`src/rtl/fsr_pkg.sv`:
```
package fsr_pkg;
   typedef enum logic [2:0] {
      M_IDLE  = 3'd0,
      M_PROG  = 3'd1,
      M_ERASE = 3'd2,
      M_SUSP  = 3'd3,
      M_SPROG = 3'd4
   } fsr_mode_e;

   // status byte bit positions
   localparam int B_POLL = 7;
   localparam int B_TOG  = 6;
   localparam int B_TMO  = 5;
   localparam int B_ERS  = 3;
   localparam int B_SEC  = 2;
endpackage

```
`src/rtl/fsr_mode_ctrl.sv`:
```
module fsr_mode_ctrl
   import fsr_pkg::*;
#(
   parameter int NUM_SECT = 8
) (
   input  logic                clk,
   input  logic                rst_n,
   input  logic                prog_start,
   input  logic                prog_poll_bit,
   input  logic                erase_start,
   input  logic [NUM_SECT-1:0] erase_mask,
   input  logic                susp_req,
   input  logic                resume_req,
   input  logic                op_done,
   input  logic                op_tmo,
   output fsr_mode_e           mode,
   output logic                tmo,
   output logic                poll_bit,
   output logic [NUM_SECT-1:0] mask,
   output logic                start_acc
);
   fsr_mode_e mode_d;
   logic      tmo_d, busy;

   assign busy = (mode == M_PROG) || (mode == M_ERASE) || (mode == M_SPROG);
   assign start_acc = (prog_start && (mode == M_IDLE || mode == M_SUSP)) ||
                      (erase_start && mode == M_IDLE && !prog_start);

   always_comb begin
      mode_d = mode;
      tmo_d  = tmo;
      if (busy && op_tmo) tmo_d = 1'b1;
      unique case (mode)
         M_IDLE:  if (prog_start) mode_d = M_PROG;
                  else if (erase_start) mode_d = M_ERASE;
         M_PROG:  if (op_done) mode_d = M_IDLE;
         M_ERASE: if (op_done) mode_d = M_IDLE;
                  else if (susp_req && !tmo) mode_d = M_SUSP;
         M_SUSP:  if (prog_start) mode_d = M_SPROG;
                  else if (resume_req) mode_d = M_ERASE;
         M_SPROG: if (op_done) mode_d = M_SUSP;
         default: mode_d = M_IDLE;
      endcase
      if (op_done || start_acc) tmo_d = 1'b0;
   end

   always_ff @(posedge clk) begin
      if (!rst_n) begin
         mode     <= M_IDLE;
         tmo      <= 1'b0;
         poll_bit <= 1'b0;
      end else begin
         mode <= mode_d;
         tmo  <= tmo_d;
         if (prog_start && (mode == M_IDLE || mode == M_SUSP)) poll_bit <= prog_poll_bit;
      end
   end

   // one register per sector
   for (genvar s = 0; s < NUM_SECT; s++) begin : g_sect
      always_ff @(posedge clk) begin
         if (!rst_n) mask[s] <= 1'b0;
         else if (mode == M_ERASE && op_done) mask[s] <= 1'b0;
         else if (mode == M_IDLE && erase_start && !prog_start) mask[s] <= erase_mask[s];
      end
   end

   p_tmo_mode_r9: assert property (@(posedge clk) disable iff (!rst_n)
      tmo |-> (mode == M_PROG || mode == M_ERASE || mode == M_SPROG));
   p_susp_entry_r7: assert property (@(posedge clk) disable iff (!rst_n)
      (mode == M_SUSP && $past(mode) != M_SUSP) |-> ($past(mode) == M_ERASE || $past(mode) == M_SPROG));
   p_mask_idle_r11: assert property (@(posedge clk) disable iff (!rst_n)
      (mode == M_IDLE && $past(mode) == M_ERASE) |-> (mask == '0));
endmodule

```
`src/rtl/fsr_toggle.sv`:
```
module fsr_toggle (
   input  logic clk,
   input  logic rst_n,
   input  logic clr,
   input  logic stat_rd,
   input  logic tog_en,
   input  logic hit,
   output logic t6,
   output logic t2
);
   always_ff @(posedge clk) begin
      if (!rst_n || clr) begin
         t6 <= 1'b0;
         t2 <= 1'b0;
      end else if (stat_rd) begin
         if (tog_en) t6 <= ~t6;
         if (hit)    t2 <= ~t2;
      end
   end

   p_t6_hold_r5: assert property (@(posedge clk) disable iff (!rst_n)
      (!stat_rd && !clr) |=> $stable(t6));
   p_t2_hold_r6: assert property (@(posedge clk) disable iff (!rst_n)
      (!(stat_rd && hit) && !clr) |=> $stable(t2));
endmodule

```
`src/rtl/fsr_status_mux.sv`:
```
module fsr_status_mux
   import fsr_pkg::*;
#(
   parameter int DATA_W = 8
) (
   input  fsr_mode_e         mode,
   input  logic              tmo,
   input  logic              poll_bit,
   input  logic              t6,
   input  logic              t2,
   input  logic              hit,
   input  logic [DATA_W-1:0] arr_data,
   output logic              stat_sel,
   output logic              tog_en,
   output logic [DATA_W-1:0] dout
);
   logic [DATA_W-1:0] st;

   always_comb begin
      st       = '0;
      stat_sel = 1'b1;
      tog_en   = 1'b1;
      unique case (mode)
         M_PROG, M_SPROG: begin
            st[B_POLL] = ~poll_bit;
            st[B_TOG]  = t6;
            st[B_TMO]  = tmo;
            st[B_SEC]  = hit ? t2 : 1'b1;
         end
         M_ERASE: begin
            st[B_TOG]  = t6;
            st[B_TMO]  = tmo;
            st[B_ERS]  = 1'b1;
            st[B_SEC]  = hit ? t2 : 1'b1;
         end
         M_SUSP: begin
            tog_en     = 1'b0;
            stat_sel   = hit;
            st[B_POLL] = 1'b1;
            st[B_TOG]  = 1'b1;
            st[B_SEC]  = t2;
         end
         default: stat_sel = 1'b0;
      endcase
      dout = stat_sel ? st : arr_data;
   end
endmodule

```
`src/rtl/flash_status_responder.sv`:
```
module flash_status_responder
   import fsr_pkg::*;
#(
   parameter int ADDR_W    = 6,
   parameter int DATA_W    = 8,
   parameter int SECT_BITS = 3,
   localparam int NUM_SECT = 1 << SECT_BITS
) (
   input  logic                clk,
   input  logic                rst_n,
   input  logic                rd_stb,
   input  logic [ADDR_W-1:0]   rd_addr,
   output logic [ADDR_W-1:0]   arr_addr,
   input  logic [DATA_W-1:0]   arr_data,
   output logic [DATA_W-1:0]   rd_data,
   output logic                rd_vld,
   input  logic                prog_start,
   input  logic                prog_poll_bit,
   input  logic                erase_start,
   input  logic [NUM_SECT-1:0] erase_mask,
   input  logic                susp_req,
   input  logic                resume_req,
   input  logic                op_done,
   input  logic                op_tmo
);
   if (DATA_W < 8) begin : g_bad_dw
      $error("DATA_W must be at least 8");
   end
   if (SECT_BITS < 1 || SECT_BITS > ADDR_W) begin : g_bad_sb
      $error("SECT_BITS must lie in 1..ADDR_W");
   end

   fsr_mode_e         mode;
   logic              tmo, poll_bit, start_acc;
   logic [NUM_SECT-1:0] mask;
   logic              stb_q, rd_edge, hit, stat_sel, tog_en, t6, t2;
   logic [DATA_W-1:0] dout;

   assign arr_addr = rd_addr;
   assign rd_edge  = rd_stb && !stb_q;
   assign hit      = mask[rd_addr[ADDR_W-1 -: SECT_BITS]];

   fsr_mode_ctrl #(.NUM_SECT(NUM_SECT)) u_ctrl (
      .clk, .rst_n, .prog_start, .prog_poll_bit, .erase_start, .erase_mask,
      .susp_req, .resume_req, .op_done, .op_tmo,
      .mode, .tmo, .poll_bit, .mask, .start_acc);

   fsr_toggle u_tog (
      .clk, .rst_n, .clr(start_acc), .stat_rd(rd_edge && stat_sel),
      .tog_en, .hit, .t6, .t2);

   fsr_status_mux #(.DATA_W(DATA_W)) u_mux (
      .mode, .tmo, .poll_bit, .t6, .t2, .hit, .arr_data,
      .stat_sel, .tog_en, .dout);

   always_ff @(posedge clk) begin
      if (!rst_n) begin
         stb_q   <= 1'b0;
         rd_vld  <= 1'b0;
         rd_data <= '0;
      end else begin
         stb_q  <= rd_stb;
         rd_vld <= rd_edge;
         if (rd_edge) rd_data <= dout;
      end
   end

   p_vld_pulse_r2: assert property (@(posedge clk) disable iff (!rst_n)
      rd_vld |=> !rd_vld);
   p_erase_bits_r4: assert property (@(posedge clk) disable iff (!rst_n)
      (rd_vld && $past(mode == M_ERASE)) |-> (!rd_data[B_POLL] && rd_data[B_ERS]));
   p_reserved_r10: assert property (@(posedge clk) disable iff (!rst_n)
      (rd_vld && $past(stat_sel)) |-> (rd_data[1:0] == 2'b00 && !rd_data[4]));
endmodule

```
`config.mk`:
```
export PLATFORM = sky130hd
export DESIGN_NAME = flash_status_responder
export DESIGN_NICKNAME = d
export VERILOG_FILES = /design/src/rtl/fsr_pkg.sv /design/src/rtl/fsr_mode_ctrl.sv /design/src/rtl/fsr_toggle.sv /design/src/rtl/fsr_status_mux.sv /design/src/rtl/flash_status_responder.sv
export SDC_FILE = /design/constraint.sdc
export NUM_CORES = 1
export LEC_CHECK = 0
export ABC_AREA = 1
export ABC_CLOCK_PERIOD_IN_PS = 3200
export BUFFER_PORTS_ARGS = -buffer_cell sky130_fd_sc_hd__buf_2
export CAP_MARGIN = 20
export CELL_PAD_IN_SITES_DETAIL_PLACEMENT = 0
export CELL_PAD_IN_SITES_GLOBAL_PLACEMENT = 1
export CORE_AREA = 2 2 51 89
export CTS_CLUSTER_SIZE = 25
export DETAILED_ROUTE_END_ITERATION = 8
export DIE_AREA = 0 0 53 91
export PLACE_DENSITY = 0.82
export REMOVE_ABC_BUFFERS = 1
export SLEW_MARGIN = 10
export SYNTH_ARGS = -nofsm -noshare
export SYNTH_HDL_FRONTEND = slang
export SYNTH_HIERARCHICAL = 1
export SYNTH_SLANG_ARGS = --single-unit
```
`constraint.sdc`:
```
create_clock -name clk -period 3.2 [get_ports clk]
set_input_delay 0.16 -clock clk [delete_from_list [all_inputs] [get_ports clk]]
set_output_delay 0.16 -clock clk [all_outputs]
set_load 0.01 [all_outputs]
```
* Word-level counts from Yosys, hierarchy flattened
Index checks and enable logic that the tools add are counted.
** Word-level totals
- Flip-flop bits (word level) :: 25
- Input bits :: 32
- Output and inout port bits :: 15
** Cells by class
- $lt $le $gt $ge :: 1
- Equality and inequality tests :: 9
- Muxes and demuxes :: 19
- Bitwise logic cells :: 5
- Reduce and logical (&&, ||, !) cells :: 26
** Operators by type and width (count)
- $mux W3 :: 8
- $pmux W3 S5 :: 1
- $logic_and A1 B1 Y1 :: 8
- $mux W8 :: 1
- $pmux W1 S2 :: 4
- $eq A3 B2 Y1 const B :: 2
- $logic_or A1 B1 Y1 :: 6
- $ne A3 B3 Y1 const B :: 2
- $reduce_or A2 Y1 :: 3
- $not A1 Y1 :: 5
- $reduce_and A5 Y1 :: 1
- $logic_not A1 Y1 :: 4
- $lt A3 B4 Y1 const B :: 1
- $mux W1 :: 4
- $ne A2 B2 Y1 const B :: 2
- $reduce_and A2 Y1 :: 2
- $bmux W1 S3 :: 1
- $eq A3 B1 Y1 const B :: 1
- $eq A3 B3 Y1 const B :: 1
- $logic_not A3 Y1 :: 1
- $ne A3 B2 Y1 const B :: 1
- $reduce_or A3 Y1 :: 1

* Longest topological paths before layout
Gate-level depths: netlist of the first run.
- Depth in word-level cells :: 6
- Gate-level depth with buffers :: 13
- Depth with buffers taken out :: 13

* Modules after synthesis
Netlist of the first run, hierarchy kept.
** Modules (own cells, without submodules)
- fsr_mode_ctrl :: times used 1, cells an instance 97, area each 640.6 um2
- flash_status_responder :: times used 1, cells an instance 76, area each 493.0 um2
- fsr_status_mux :: times used 1, cells an instance 36, area each 193.9 um2
- fsr_toggle :: times used 1, cells an instance 12, area each 95.1 um2

* Worst setup path after synthesis of the first run
No wires, ideal clock.
- Path type :: reg-to-reg
- Start point :: reg u_ctrl.mask[7]
- End point :: reg u_tog.t2
- Arrival time :: 1406 ps
- Required time :: 3084 ps
- Slack :: 1678 ps
- Cell stages (with the launch flop) :: 14
- Period minus slack after synthesis :: 1522 ps
- Cell sequence :: dfxtp_1 inv_1 nand2_1 nand3_1 nand2_1 nand2_1 nand2_1 nand4_1 nand3_4 inv_1 nor2_1 nand3_1 nand2_1 nor2_2
** Between the ends
- Word-level cells in the longest chain between the ends :: 5
** Ends and longest elaborated chain
- start, declared :: line fsr_mode_ctrl.sv:19 : output logic [NUM_SECT-1:0] mask,
- start signal, assigned by index :: line fsr_mode_ctrl.sv:64 : else if (mode == M_IDLE && erase_start && !prog_start) mask[s] <= erase_mask[s];
- $bmux W1 S3 :: line flash_status_responder.sv:41 : assign hit = mask[rd_addr[ADDR_W-1 -: SECT_BITS]];
- $mux W1 (implied by the code) :: line flash_status_responder.sv:41
- named net hit :: line flash_status_responder.sv:36 : logic stb_q, rd_edge, hit, stat_sel, tog_en, t6, t2;
- $pmux W1 S2 :: line fsr_status_mux.sv:23 : unique case (mode)
- named net stat_sel :: line flash_status_responder.sv:36
- $logic_and A1 B1 Y1 :: line flash_status_responder.sv:49 : .clk, .rst_n, .clr(start_acc), .stat_rd(rd_edge && stat_sel),
- $reduce_and A2 Y1 (no source line)
- end signal, assigned :: line fsr_toggle.sv:17 : if (hit) t2 <= ~t2;
- end, declared :: line fsr_toggle.sv:9 : output logic t2
The timed path passes the listed nets, and every way through them passes these cells. The select of a mux whose other input is x is not followed.
A chain may end at the register's enable or synchronous reset.

* Worst setup path after layout of the first run
- Start point :: reg u_ctrl.mask[4]
- End point :: reg u_tog.t2
Same word-level chain as after synthesis.

==> impl_metrics.csv, run 1 <==
group,metric,value,unit
run_status,outcome,"completed",
clock_tree,clk_latency,0.26,ns
worst_setup_path,crit_top_cell,"nand2_1",
timing,finalSetupTns,0,ns
place,hpwlAfterDp,2.46,mm
place,io_buffers,40,
worst_setup_path,slowest_delay,0.34,ns
cells_and_area,fin_util,0.414,
clock_tree,post_cts_buffers,0,
synthesis,synth_top_area_frac,0.352,
worst_setup_path,critPathKind,"flop to flop",
timing,rsz0062_at_grt,"no",
timing,max_freq,578,MHz
clock_tree,cts_htree_levels,1,
power_and_ir_drop,ir_drop,0.000278,V
power_and_ir_drop,p_leak,0.872,nW
timing,slew_viol_final,0,
clock_tree,cts_max_path_buffers,2,
floorplanning,core_area,4070,um^2
worst_setup_path,crit_family,"simple AND/OR/NAND/NOR gates",
clock_tree,cts_buffers,3,
floorplanning,fp.dieArea,4820,um^2
worst_setup_path,path_depth,13,
global_routing,grt_pass1_vias,1334,
cells_and_area,fin_nets,292,
place,routabilityCongestion,0.704,
global_routing,gr-usage-all-layers,0.150,
synthesis,synth.distinct_cells,19,
place,placed_cell_area,1640,um^2
routing,drtIter0Drc,17,
worst_setup_path,cp-end-kind,"flop",
routing,dr.pass1.iters,4,
clock_tree,tritoncts,"done",
worst_setup_path,worstRegToRegCells,13,
timing,maxSlewHeadroom,0.558,
worst_setup_path,crit_arrival,1.89,ns
timing,hold_viol_final,0,
synthesis,synth_area_leaders,"dfxtp_1 (35%), nand2_1 (14%), inv_1 (9.2%), nor2_1 (8.4%), a21oi_1 (5.3%)",
synthesis,yosysWarnings,6,
cells_and_area,regArea,500,um^2
cells_and_area,synthToLayoutAreaGrowth,18.4,%
worst_setup_path,required,3.36,ns
timing,period_needed,1.73,ns
timing,worst_pin_slew,0.659,ns
clock_tree,cts-root-buf,"clkbuf_8",
worst_setup_path,r2r-start,"u_ctrl/mask[4]$_SDFFE_PP0P_",
floorplanning,num_rows,31,
routing,drt.antenna.violating_nets,0,
routing,num_vias,1383,
synthesis,async_flop_share,0,
timing,setup_viol,0,
worst_setup_path,cp-startpoint,"u_ctrl/mask[4]$_SDFFE_PP0P_",
synthesis,syn-instance-count,221,
cells_and_area,n_antenna_cell,0,
routing,routed_via_density,4.49,
worst_setup_path,crit_buf_inv,2,
synthesis,synth_area,1420,um^2
cells_and_area,multi_input_area,719,um^2
timing,finClkSkew,0.00392,ns
clock_tree,clkSinkCount,25,
worst_setup_path,start_kind,"flop",
synthesis,ys_ff_latch,25,
routing,drt-wirelength-per-cell,10.1,um
global_routing,grt_start_max_net_pins,16,
floorplanning,start_util,0.349,
run,drv_cap,0,
floorplanning,dieWidth,53,um
global_routing,antenna_found_initial,0,
synthesis,synth.largest_area_cell,"dfxtp_1",
floorplanning,dieHeight,91,um
synthesis,synthTopCellsByCount,"nand2_1 (54), inv_1 (35), nor2_1 (32)",
synthesis,synth_top_flop_cell,"dfxtp_1",
place,dp.cells,304,
global_routing,grt_overflow_total,0,
synthesis,yosysSeqAreaShare,0.352,
cells_and_area,finalNonFillerCells,308,
clock_tree,hold_buffers,0,
clock_tree,clk_pin_slew,0.08,ns
worst_setup_path,reg2reg_to,"u_tog/t2$_SDFFE_PP0P_",
worst_setup_path,cp_max_fo,9,
cells_and_area,drive_gt1_frac,0.270,
routing,wl,3.10,mm
worst_setup_path,cp-endpoint,"u_tog/t2$_SDFFE_PP0P_",
cells_and_area,fin_area,1680,um^2
global_routing,grt_pass1_wl,5.52,mm
worst_hold_path,hp-class,"input port to flop",
power_and_ir_drop,power_density,639,nW/um^2
routing,post-route-drc-count,0,
clock_tree,cts_resized,0,
synthesis,syn_avg_cell_area,6.44,um^2
cells_and_area,fillers,469,
worst_setup_path,cp_slowest_cell,"dfxtp_1",
synthesis,synth.most_common_cell,"nand2_1",
worst_setup_path,path_cells,"inv_1 -> nand2_1 -> nand3_1 -> nand2_1 -> nand2_1 -> nand2_1 -> nand4_1 -> nand3_4 -> inv_1 -> nor2_1 -> nand3_1 -> nand2_1 -> nor2_2",
synthesis,synth_edf_count,0,
power_and_ir_drop,p_total,1.08,mW
timing,period_share,0.540,
floorplanning,ios,47,
worst_setup_path,r2r_slack,1.47,ns
==> power breakdown <==
group / leakage, nW / switching [mW] / internal, mW
Clock: 0.0228 / 0.0929 / 0.0888
Sequential: 0.205 / 0.0488 / 0.361
Combinational: 0.644 / 0.305 / 0.180
==> flip-flops by register name, summed over array words and instances, names as in the netlist <==
register	cells
u_ctrl/mask	8
u_ctrl/poll_bit	1
u_tog/t6	1
rd_data	8
u_ctrl/tmo	1
stb_q	1
rd_vld	1
u_tog/t2	1
u_ctrl/mode	3
==> cell families after synthesis <==
kind of cell	Yosys count	synth area share
simple gates	122	0.409
flops	25	0.352
compound gates	26	0.0967
buf+inv	48	0.142
==> layer usage <==
metal  part of all wire  track usage
met5                  0            0
met3              0.043       0.0181
met4              0.024       0.0726
met1               0.41        0.171
met2               0.52        0.261
==> cell type report <==
class / instances / area share
well taps: 49 / 0.0364
inverters: 42 / 0.0936
repair buffers: 40 / 0.119
multi-input cells: 148 / 0.427
flip-flops and latches: 25 / 0.297
clock buffers: 4 / 0.0267
==> cell usage in the layout (no fill, tap or decap) <==
master	instances
o21ai_1	1
nand2_2	2
dfxtp_1	25
nand4_1	4
nand3_2	3
nand2_4	1
nor2_4	2
clkbuf_8	3
nor2_8	1
inv_1	35
buf_2	40
nand3_1	14
inv_2	7
o21ai_0	8
o21ai_2	2
a21oi_1	15
nand3_4	1
nor2_1	32
nor2_2	8
nand2_1	54
clkbuf_1	1
==> worst min-delay path: stages <==
cell     delay [ns]
buf_2          0.08
nand2_1        0.06
inv_1          0.04
==> stage by stage <==
step / hold WS (ns) / worst slack (ns)
2_1_floorplan: 0.271 / 1.68
3_3_place_gp: 0.320 / 1.50
3_5_place_dp: 0.320 / 1.46
4_1_cts: 0.0996 / 1.45
5_1_grt: 0.111 / 1.23
6_report: 0.104 / 1.47
==> worst min-delay path by stage <==
stage	start	to	slack, ns	cells past startpoint
floorplan	rd_stb	stb_q$_SDFF_PN0_	0.27	2
global placement	rd_addr[0]	arr_addr[0]	0.32	0
detailed placement	rd_addr[0]	arr_addr[0]	0.32	0
CTS	rd_stb	stb_q$_SDFF_PN0_	0.1	3
global route	rd_stb	stb_q$_SDFF_PN0_	0.11	3
finish	rd_stb	stb_q$_SDFF_PN0_	0.10	3
(Power assumes the default switching activity.)
==> run 2: changes to the inputs <==
--- a/config.mk
+++ b/config.mk
@@ -5,17 +5,17 @@
 export SDC_FILE = /design/constraint.sdc
 export NUM_CORES = 1
 export LEC_CHECK = 0
-export ABC_AREA = 1
-export ABC_CLOCK_PERIOD_IN_PS = 3200
+export ABC_AREA = 0
+export ABC_CLOCK_PERIOD_IN_PS = 1500
 export BUFFER_PORTS_ARGS = -buffer_cell sky130_fd_sc_hd__buf_2
 export CAP_MARGIN = 20
 export CELL_PAD_IN_SITES_DETAIL_PLACEMENT = 0
 export CELL_PAD_IN_SITES_GLOBAL_PLACEMENT = 1
-export CORE_AREA = 2 2 51 89
+export CORE_AREA = 2 2 55 96
 export CTS_CLUSTER_SIZE = 25
 export DETAILED_ROUTE_END_ITERATION = 8
-export DIE_AREA = 0 0 53 91
-export PLACE_DENSITY = 0.82
+export DIE_AREA = 0 0 57 98
+export PLACE_DENSITY = 0.74
 export REMOVE_ABC_BUFFERS = 1
 export SLEW_MARGIN = 10
 export SYNTH_ARGS = -nofsm -noshare
==> constraint.sdc (replaced) <==
create_clock -name clk -period 1.5 [get_ports clk]
set_input_delay 0.075 -clock clk [delete_from_list [all_inputs] [get_ports clk]]
set_output_delay 0.075 -clock clk [all_outputs]
set_load 0.01 [all_outputs]
==> run 2 against run 1 <==
Compared with the run above: the flow now finishes with violations (negative setup slack); total power up 91%; combinational power up 74%; sequential power up 91%; worst setup slack worse by 1.9 ns; highest routed layer unchanged; via count up 2.9%; worst hold slack worse by 0.078 ns.
==> impl_metrics.csv, run 2 <==
group,metric,value,unit
run_status,outcome,"finished with violations",
run_status,failed_checks,"negative setup slack",
floorplanning,dieHeight,98,um
power_and_ir_drop,power_switching,709,uW
global_routing,gr-usage-all-layers,0.138,
worst_setup_path,cp-startpoint,"u_ctrl/mask[5]$_SDFFE_PP0P_",
global_routing,grt_overflow_total,0,
cells_and_area,fin_nets,263,
clock_tree,clkSinkCount,25,
cells_and_area,fin_util,0.399,
routing,dr.pass1.iters,4,
cells_and_area,finalNonFillerCells,284,
power_and_ir_drop,p_total,2.06,mW
timing,maxSlewHeadroom,0.773,
floorplanning,ios,47,
power_and_ir_drop,ir_drop,0.000643,V
timing,max_freq,529,MHz
routing,post-route-drc-count,0,
synthesis,synth_area_leaders,"dfxtp_1 (33%), nand2_1 (7.4%), a21oi_1 (4.6%), a21boi_0 (4.4%), nand3_1 (3.9%)",
floorplanning,num_rows,34,
routing,wl,3.76,mm
worst_setup_path,slowest_delay,0.46,ns
routing,drtIter0Drc,28,
global_routing,grt_start_max_net_pins,19,
worst_setup_path,path_cells,"mux4_2 -> mux2_4 -> nor2b_4 -> o21ai_2 -> and2_1 -> and2_4 -> a21bo_1 -> a21oi_2",
worst_setup_path,critPathKind,"flop to flop",
worst_setup_path,cp_max_fo,4,
floorplanning,fp.dieArea,5590,um^2
synthesis,synth.most_common_cell,"nand2_1",
cells_and_area,layout_commonest_cell,"buf_2",
place,hpwlAfterDp,2.96,mm
worst_setup_path,crit_arrival,2.11,ns
timing,slew_viol_final,0,
timing,period_needed,1.89,ns
routing,drt-wirelength-per-cell,13.3,um
synthesis,syn_avg_cell_area,8.32,um^2
cells_and_area,n_antenna_cell,0,
synthesis,syn-instance-count,184,
cells_and_area,top_regs,"rd_data x8, u_ctrl/mask x8, u_ctrl/mode x3",
routing,routed_via_density,5.01,
timing,hold_viol_final,0,
clock_tree,cts_htree_levels,1,
place,io_buffers,40,
synthesis,synthTopCellsByCount,"nand2_1 (30), dfxtp_1 (25), a21oi_1 (14)",
worst_setup_path,crit_family,"multiplexers",
timing,setup_viol,10,
clock_tree,cts-root-buf,"clkbuf_8",
clock_tree,clk_latency,0.28,ns
synthesis,ys_ff_latch,25,
global_routing,grt_pass1_wl,6.09,mm
floorplanning,dieWidth,57,um
cells_and_area,final_cell_mix,"buf_2 (40), nand2_1 (30), dfxtp_1 (21), buf_4 (16), nand3_1 (12)",
floorplanning,core_area,4850,um^2
power_and_ir_drop,combinationalPowerShare,0.410,
clock_tree,cts_buffers,3,
worst_setup_path,cp-end-kind,"flop",
cells_and_area,multi_input_area,943,um^2
worst_setup_path,cp_slowest_cell,"mux4_2",
synthesis,synth.largest_area_cell,"dfxtp_1",
worst_hold_path,worstHoldStart,"erase_mask[5]",
power_and_ir_drop,sw_frac_of_total,0.345,
run,drv_cap,0,
place,routabilityCongestion,0.842,
worst_setup_path,required,1.72,ns
place,placed_cell_area,1830,um^2
synthesis,yosysWarnings,6,
synthesis,yosysSeqAreaShare,0.327,
timing,worst_pin_slew,0.340,ns
clock_tree,cts_max_path_buffers,2,
worst_setup_path,crit_buf_inv,0,
worst_setup_path,start_kind,"flop",
synthesis,synth_top_area_frac,0.327,
synthesis,synth_edf_count,0,
cells_and_area,synthToLayoutAreaGrowth,26.5,%
clock_tree,clk_pin_slew,0.10,ns
cells_and_area,fin_area,1940,um^2
synthesis,synth.distinct_cells,45,
synthesis,synth_area,1530,um^2
timing,finClkSkew,0.00379,ns
clock_tree,hold_buffers,0,
place,dp.cells,280,
timing,period_share,1.26,
cells_and_area,regArea,508,um^2
global_routing,antenna_found_initial,0,
synthesis,synth_top_flop_cell,"dfxtp_1",
floorplanning,start_util,0.316,
power_and_ir_drop,p_seq_frac,0.380,
cells_and_area,fillers,531,
routing,drt.antenna.violating_nets,0,
clock_tree,post_cts_buffers,0,
worst_hold_path,hp-class,"input port to flop",
cells_and_area,drive_gt1_frac,0.378,
synthesis,async_flop_share,0,
routing,num_vias,1423,
place,post-place-ws,-0.524,ns
power_and_ir_drop,p_leak,0.805,nW
timing,rsz0062_at_grt,"yes",
timing,setup_slack,-0.390,ns
power_and_ir_drop,internal_power,1.35,mW
worst_setup_path,r2r-start,"u_ctrl/mask[5]$_SDFFE_PP0P_",
power_and_ir_drop,power_density,1060,nW/um^2
power_and_ir_drop,p_clk_frac,0.209,
clock_tree,tritoncts,"done",
global_routing,grt_pass1_vias,1328,
## run 2: cell count changes in the layout (fill, tap and decap cells not counted), moves of 6 or more
cell,delta
nand2_1,-24
o21ai_0,-7
nor2_2,-7
buf_4,+16
inv_2,-7
inv_1,-28
nor2b_1,+6
a21boi_1,+8
nor2_1,-30
## run 2: logic make-up after synthesis
logic type,Yosys count,share of synthesized area
adders and majority gates,2,0.0147
and+or+nand+nor,73,0.257
buffers and inverters,23,0.0850
xor gates and xnor gates,2,0.0114
AOI/OAI and AO/OA,52,0.236
DFF,25,0.327
muxes,7,0.0686
## run 2: through the flow
| stage | hold WS [ns] | TNS, ns |
|---|---|---|
| after floorplan | 0.146 | -3.44 |
| after global placement | 0.150 | -3.70 |
| after detailed placement | 0.150 | -4.31 |
| after CTS | 0.0235 | -3.09 |
| after global routing | 0.0324 | -3.85 |
| final | 0.0262 | -3.01 |
## run 2: worst register-to-register path: stages (launching register included)
cell     delay (ns)
dfxtp_2        0.33
mux4_2         0.46
mux2_4         0.30
nor2b_4        0.14
o21ai_2        0.06
and2_1         0.13
and2_4         0.14
a21bo_1        0.17
a21oi_2        0.10
## run 2: per-layer routing
metal  share of wire  wire [um]  up-vias  track usage
li1                -          -      742            -
met1            0.39       1460      635        0.149
met2            0.53       2010       37        0.246
met3           0.040        152        9       0.0185
met4           0.038        144        0       0.0823
met5               0          0        -            0
## run 2: layout make-up
class	count	area share
Sequential cell	25	0.262
Clock buffer	3	0.0213
Timing Repair Buffer	58	0.177
Tap cell	54	0.0349
Inverter	7	0.0136
Clock inverter	1	0.00388
Multi-Input combinational cell	136	0.487
## run 2: final timing paths
kind	end	slack [ns]	cells after the start
max reg2reg	u_tog/t6$_SDFFE_PP0P_	-0.39	8
min	u_ctrl/mask[5]$_SDFFE_PP0P_	0.03	3
max	u_tog/t6$_SDFFE_PP0P_	-0.39	8
min reg2reg	rd_vld$_SDFF_PN0_	0.44	1
## run 2: timing repair
action | in CTS | in global routing
endpoints found under the setup margin | 11 | 20
pin swaps | 3 | 3
resized for setup | 21 | 8
## run 2: power groups by stage
| stage | clock network, mW | registers [mW] | logic (mW) |
|---|---|---|---|
| 4_1_cts | 0.449 | 0.780 | 0.830 |
| 2_1_floorplan | 0 | 0.848 | 0.407 |
| 3_3_place_gp | 0 | 0.790 | 0.772 |
| 3_5_place_dp | 0 | 0.792 | 0.784 |
| 5_1_grt | 0.476 | 0.794 | 0.925 |
| 6_report | 0.430 | 0.782 | 0.843 |
==> run 3: changes to the inputs <==
--- a/config.mk
+++ b/config.mk
@@ -6,16 +6,16 @@
 export NUM_CORES = 1
 export LEC_CHECK = 0
 export ABC_AREA = 0
-export ABC_CLOCK_PERIOD_IN_PS = 1500
+export ABC_CLOCK_PERIOD_IN_PS = 2200
 export BUFFER_PORTS_ARGS = -buffer_cell sky130_fd_sc_hd__buf_2
 export CAP_MARGIN = 20
 export CELL_PAD_IN_SITES_DETAIL_PLACEMENT = 0
 export CELL_PAD_IN_SITES_GLOBAL_PLACEMENT = 1
-export CORE_AREA = 2 2 55 96
+export CORE_AREA = 2 2 53 92
 export CTS_CLUSTER_SIZE = 25
 export DETAILED_ROUTE_END_ITERATION = 8
-export DIE_AREA = 0 0 57 98
-export PLACE_DENSITY = 0.74
+export DIE_AREA = 0 0 55 94
+export PLACE_DENSITY = 0.77
 export REMOVE_ABC_BUFFERS = 1
 export SLEW_MARGIN = 10
 export SYNTH_ARGS = -nofsm -noshare
==> constraint.sdc (replaced) <==
create_clock -name clk -period 2.2 [get_ports clk]
set_input_delay 0.11 -clock clk [delete_from_list [all_inputs] [get_ports clk]]
set_output_delay 0.11 -clock clk [all_outputs]
set_load 0.01 [all_outputs]
==> run 3 against run 2 <==
Compared with the run above: the flow now finishes without violations; worst hold slack improved by 0.045 ns; global-route usage grew 1.2 points; first-iteration DRC count shrank 32%; final cell count fell by 4.2%; core utilization up 1.2 points; die area is 7.4% lower; fmax down 9.4%; combinational power down 43%; critical path depth stayed put; total power decreased by 37%; wire length is 5.7% lower; critical endpoint unchanged.
==> impl_metrics.csv, run 3 (same netlist as run 2, synthesis figures left out) <==
group,metric,value,unit
clock_tree,tritoncts,"done",
cells_and_area,layout_commonest_cell,"buf_2",
global_routing,use_met1,0.162,
floorplanning,num_rows,32,
worst_setup_path,crit_top_cell,"and2_1",
global_routing,grt_pass1_vias,1297,
routing,dr.pass1.iters,4,
place,dp.cells,268,
routing,drt-wirelength-per-cell,13.0,um
clock_tree,clkSinkCount,25,
power_and_ir_drop,power_density,719,nW/um^2
place,hpwlAfterDp,2.76,mm
clock_tree,cts-root-buf,"clkbuf_8",
routing,num_vias,1405,
routing,post-route-drc-count,0,
global_routing,grt_overflow_total,0,
run,drv_cap,0,
clock_tree,cts_htree_levels,1,
worst_setup_path,crit_arrival,2.30,ns
floorplanning,ios,47,
routing,wl,3.55,mm
timing,hold_viol_final,0,
cells_and_area,fin_nets,254,
global_routing,grt_start_max_net_pins,19,
timing,setup_viol,0,
worst_setup_path,start_kind,"flop",
clock_tree,clk_latency,0.28,ns
clock_tree,clk_pin_slew,0.09,ns
cells_and_area,drive_gt1_frac,0.285,
place,io_buffers,40,
timing,max_freq,479,MHz
timing,period_share,0.949,
clock_tree,hold_buffers,0,
worst_setup_path,cp_max_fo,6,
routing,drt.antenna.violating_nets,0,
timing,setup_slack,0.113,ns
timing,period_needed,2.09,ns
timing,rsz0062_at_grt,"no",
worst_setup_path,critPathKind,"flop to flop",
cells_and_area,finalNonFillerCells,272,
floorplanning,dieHeight,94,um
cells_and_area,synthToLayoutAreaGrowth,18.2,%
worst_hold_path,hp-class,"input port to flop",
cells_and_area,final_cell_mix,"buf_2 (40), nand2_1 (30), dfxtp_1 (25), a21oi_1 (14), nand3_1 (12)",
global_routing,use_met3,0.0111,
clock_tree,cts_max_path_buffers,2,
place,routabilityCongestion,0.845,
timing,finClkSkew,0.00180,ns
routing,routed_via_density,5.17,
cells_and_area,n_antenna_cell,0,
power_and_ir_drop,ir_drop,0.000398,V
worst_setup_path,cp-end-kind,"flop",
cells_and_area,top_regs,"rd_data x8, u_ctrl/mask x8, u_ctrl/mode x3",
timing,maxSlewHeadroom,0.624,
global_routing,gr-usage-all-layers,0.150,
timing,finalSetupTns,0,ns
place,placed_cell_area,1760,um^2
floorplanning,dieWidth,55,um
worst_setup_path,cp_slowest_cell,"mux4_1",
global_routing,grt_pass1_wl,5.63,mm
timing,slew_viol_final,0,
clock_tree,cts_resized,0,
global_routing,grt-busiest-layer,"met2",
global_routing,antenna_found_initial,0,
clock_tree,cts_buffers,3,
floorplanning,fp.dieArea,5170,um^2
power_and_ir_drop,p_leak,0.756,nW
worst_setup_path,r2r_slack,0.11,ns
routing,drtIter0Drc,19,
place,post-place-ws,0.118,ns
run_status,outcome,"completed",
worst_setup_path,slowest_delay,0.49,ns
floorplanning,start_util,0.348,
worst_setup_path,path_cells,"mux4_1 -> mux2_2 -> nor2b_2 -> o21ai_1 -> and2_1 -> and2_1 -> a21bo_1 -> a21oi_1",
worst_setup_path,required,2.42,ns
floorplanning,core_area,4400,um^2
timing,worst_pin_slew,0.561,ns
power_and_ir_drop,p_total,1.30,mW
global_routing,met2_usage,0.265,
cells_and_area,fin_area,1810,um^2
clock_tree,post_cts_buffers,0,
-- run 3: critical path, delay by kind of cell (launching register included) --
| family | cells | cell delay, ns |
|---|---|---|
| compound gates | 3 | 0.39 |
| flops | 1 | 0.32 |
| mux | 2 | 0.83 |
| simple gates | 3 | 0.49 |
-- run 3: cell type report --
cell class / count / area, um^2
multi-input cells: 136 / 903
inverters: 7 / 26.3
clock inverters: 1 / 7.51
fillers: 495 / 2590
clock buffers: 3 / 41.3
repair buffers: 49 / 268
flip-flops and latches: 25 / 500
well taps: 51 / 63.8
-- run 3: final timing paths --
kind | to | start | cells past startpoint
worst min-delay path | u_ctrl/mask[0]$_SDFFE_PP0P_ | erase_mask[0] | 3
worst max-delay path | u_tog/t6$_SDFFE_PP0P_ | u_ctrl/mask[3]$_SDFFE_PP0P_ | 8
worst min register to register | rd_vld$_SDFF_PN0_ | stb_q$_SDFF_PN0_ | 1
worst max register to register | u_tog/t6$_SDFFE_PP0P_ | u_ctrl/mask[3]$_SDFFE_PP0P_ | 8
-- run 3: per-stage QoR --
| stage | hold WS (ns) | util |
|---|---|---|
| after floorplan | 0.181 | - |
| after global placement | 0.220 | 0.399 |
| after detailed placement | 0.220 | 0.399 |
| after CTS | 0.0614 | 0.411 |
| after global routing | 0.0679 | 0.411 |
| final | 0.0712 | 0.411 |
-- run 3: routing by layer --
layer  up-vias  share of wire
met3         9          0.051
met5         -              0
met1       633           0.39
li1        722              -
met2        41           0.53
met4         0          0.032
-- run 3: where the power goes --
| group | internal (mW) | switching [mW] | leakage (nW) |
|---|---|---|---|
| Combinational | 0.228 | 0.251 | 0.530 |
| Sequential | 0.496 | 0.0386 | 0.204 |
| Clock | 0.129 | 0.160 | 0.0217 |
| Total | 0.852 | 0.450 | 0.756 |
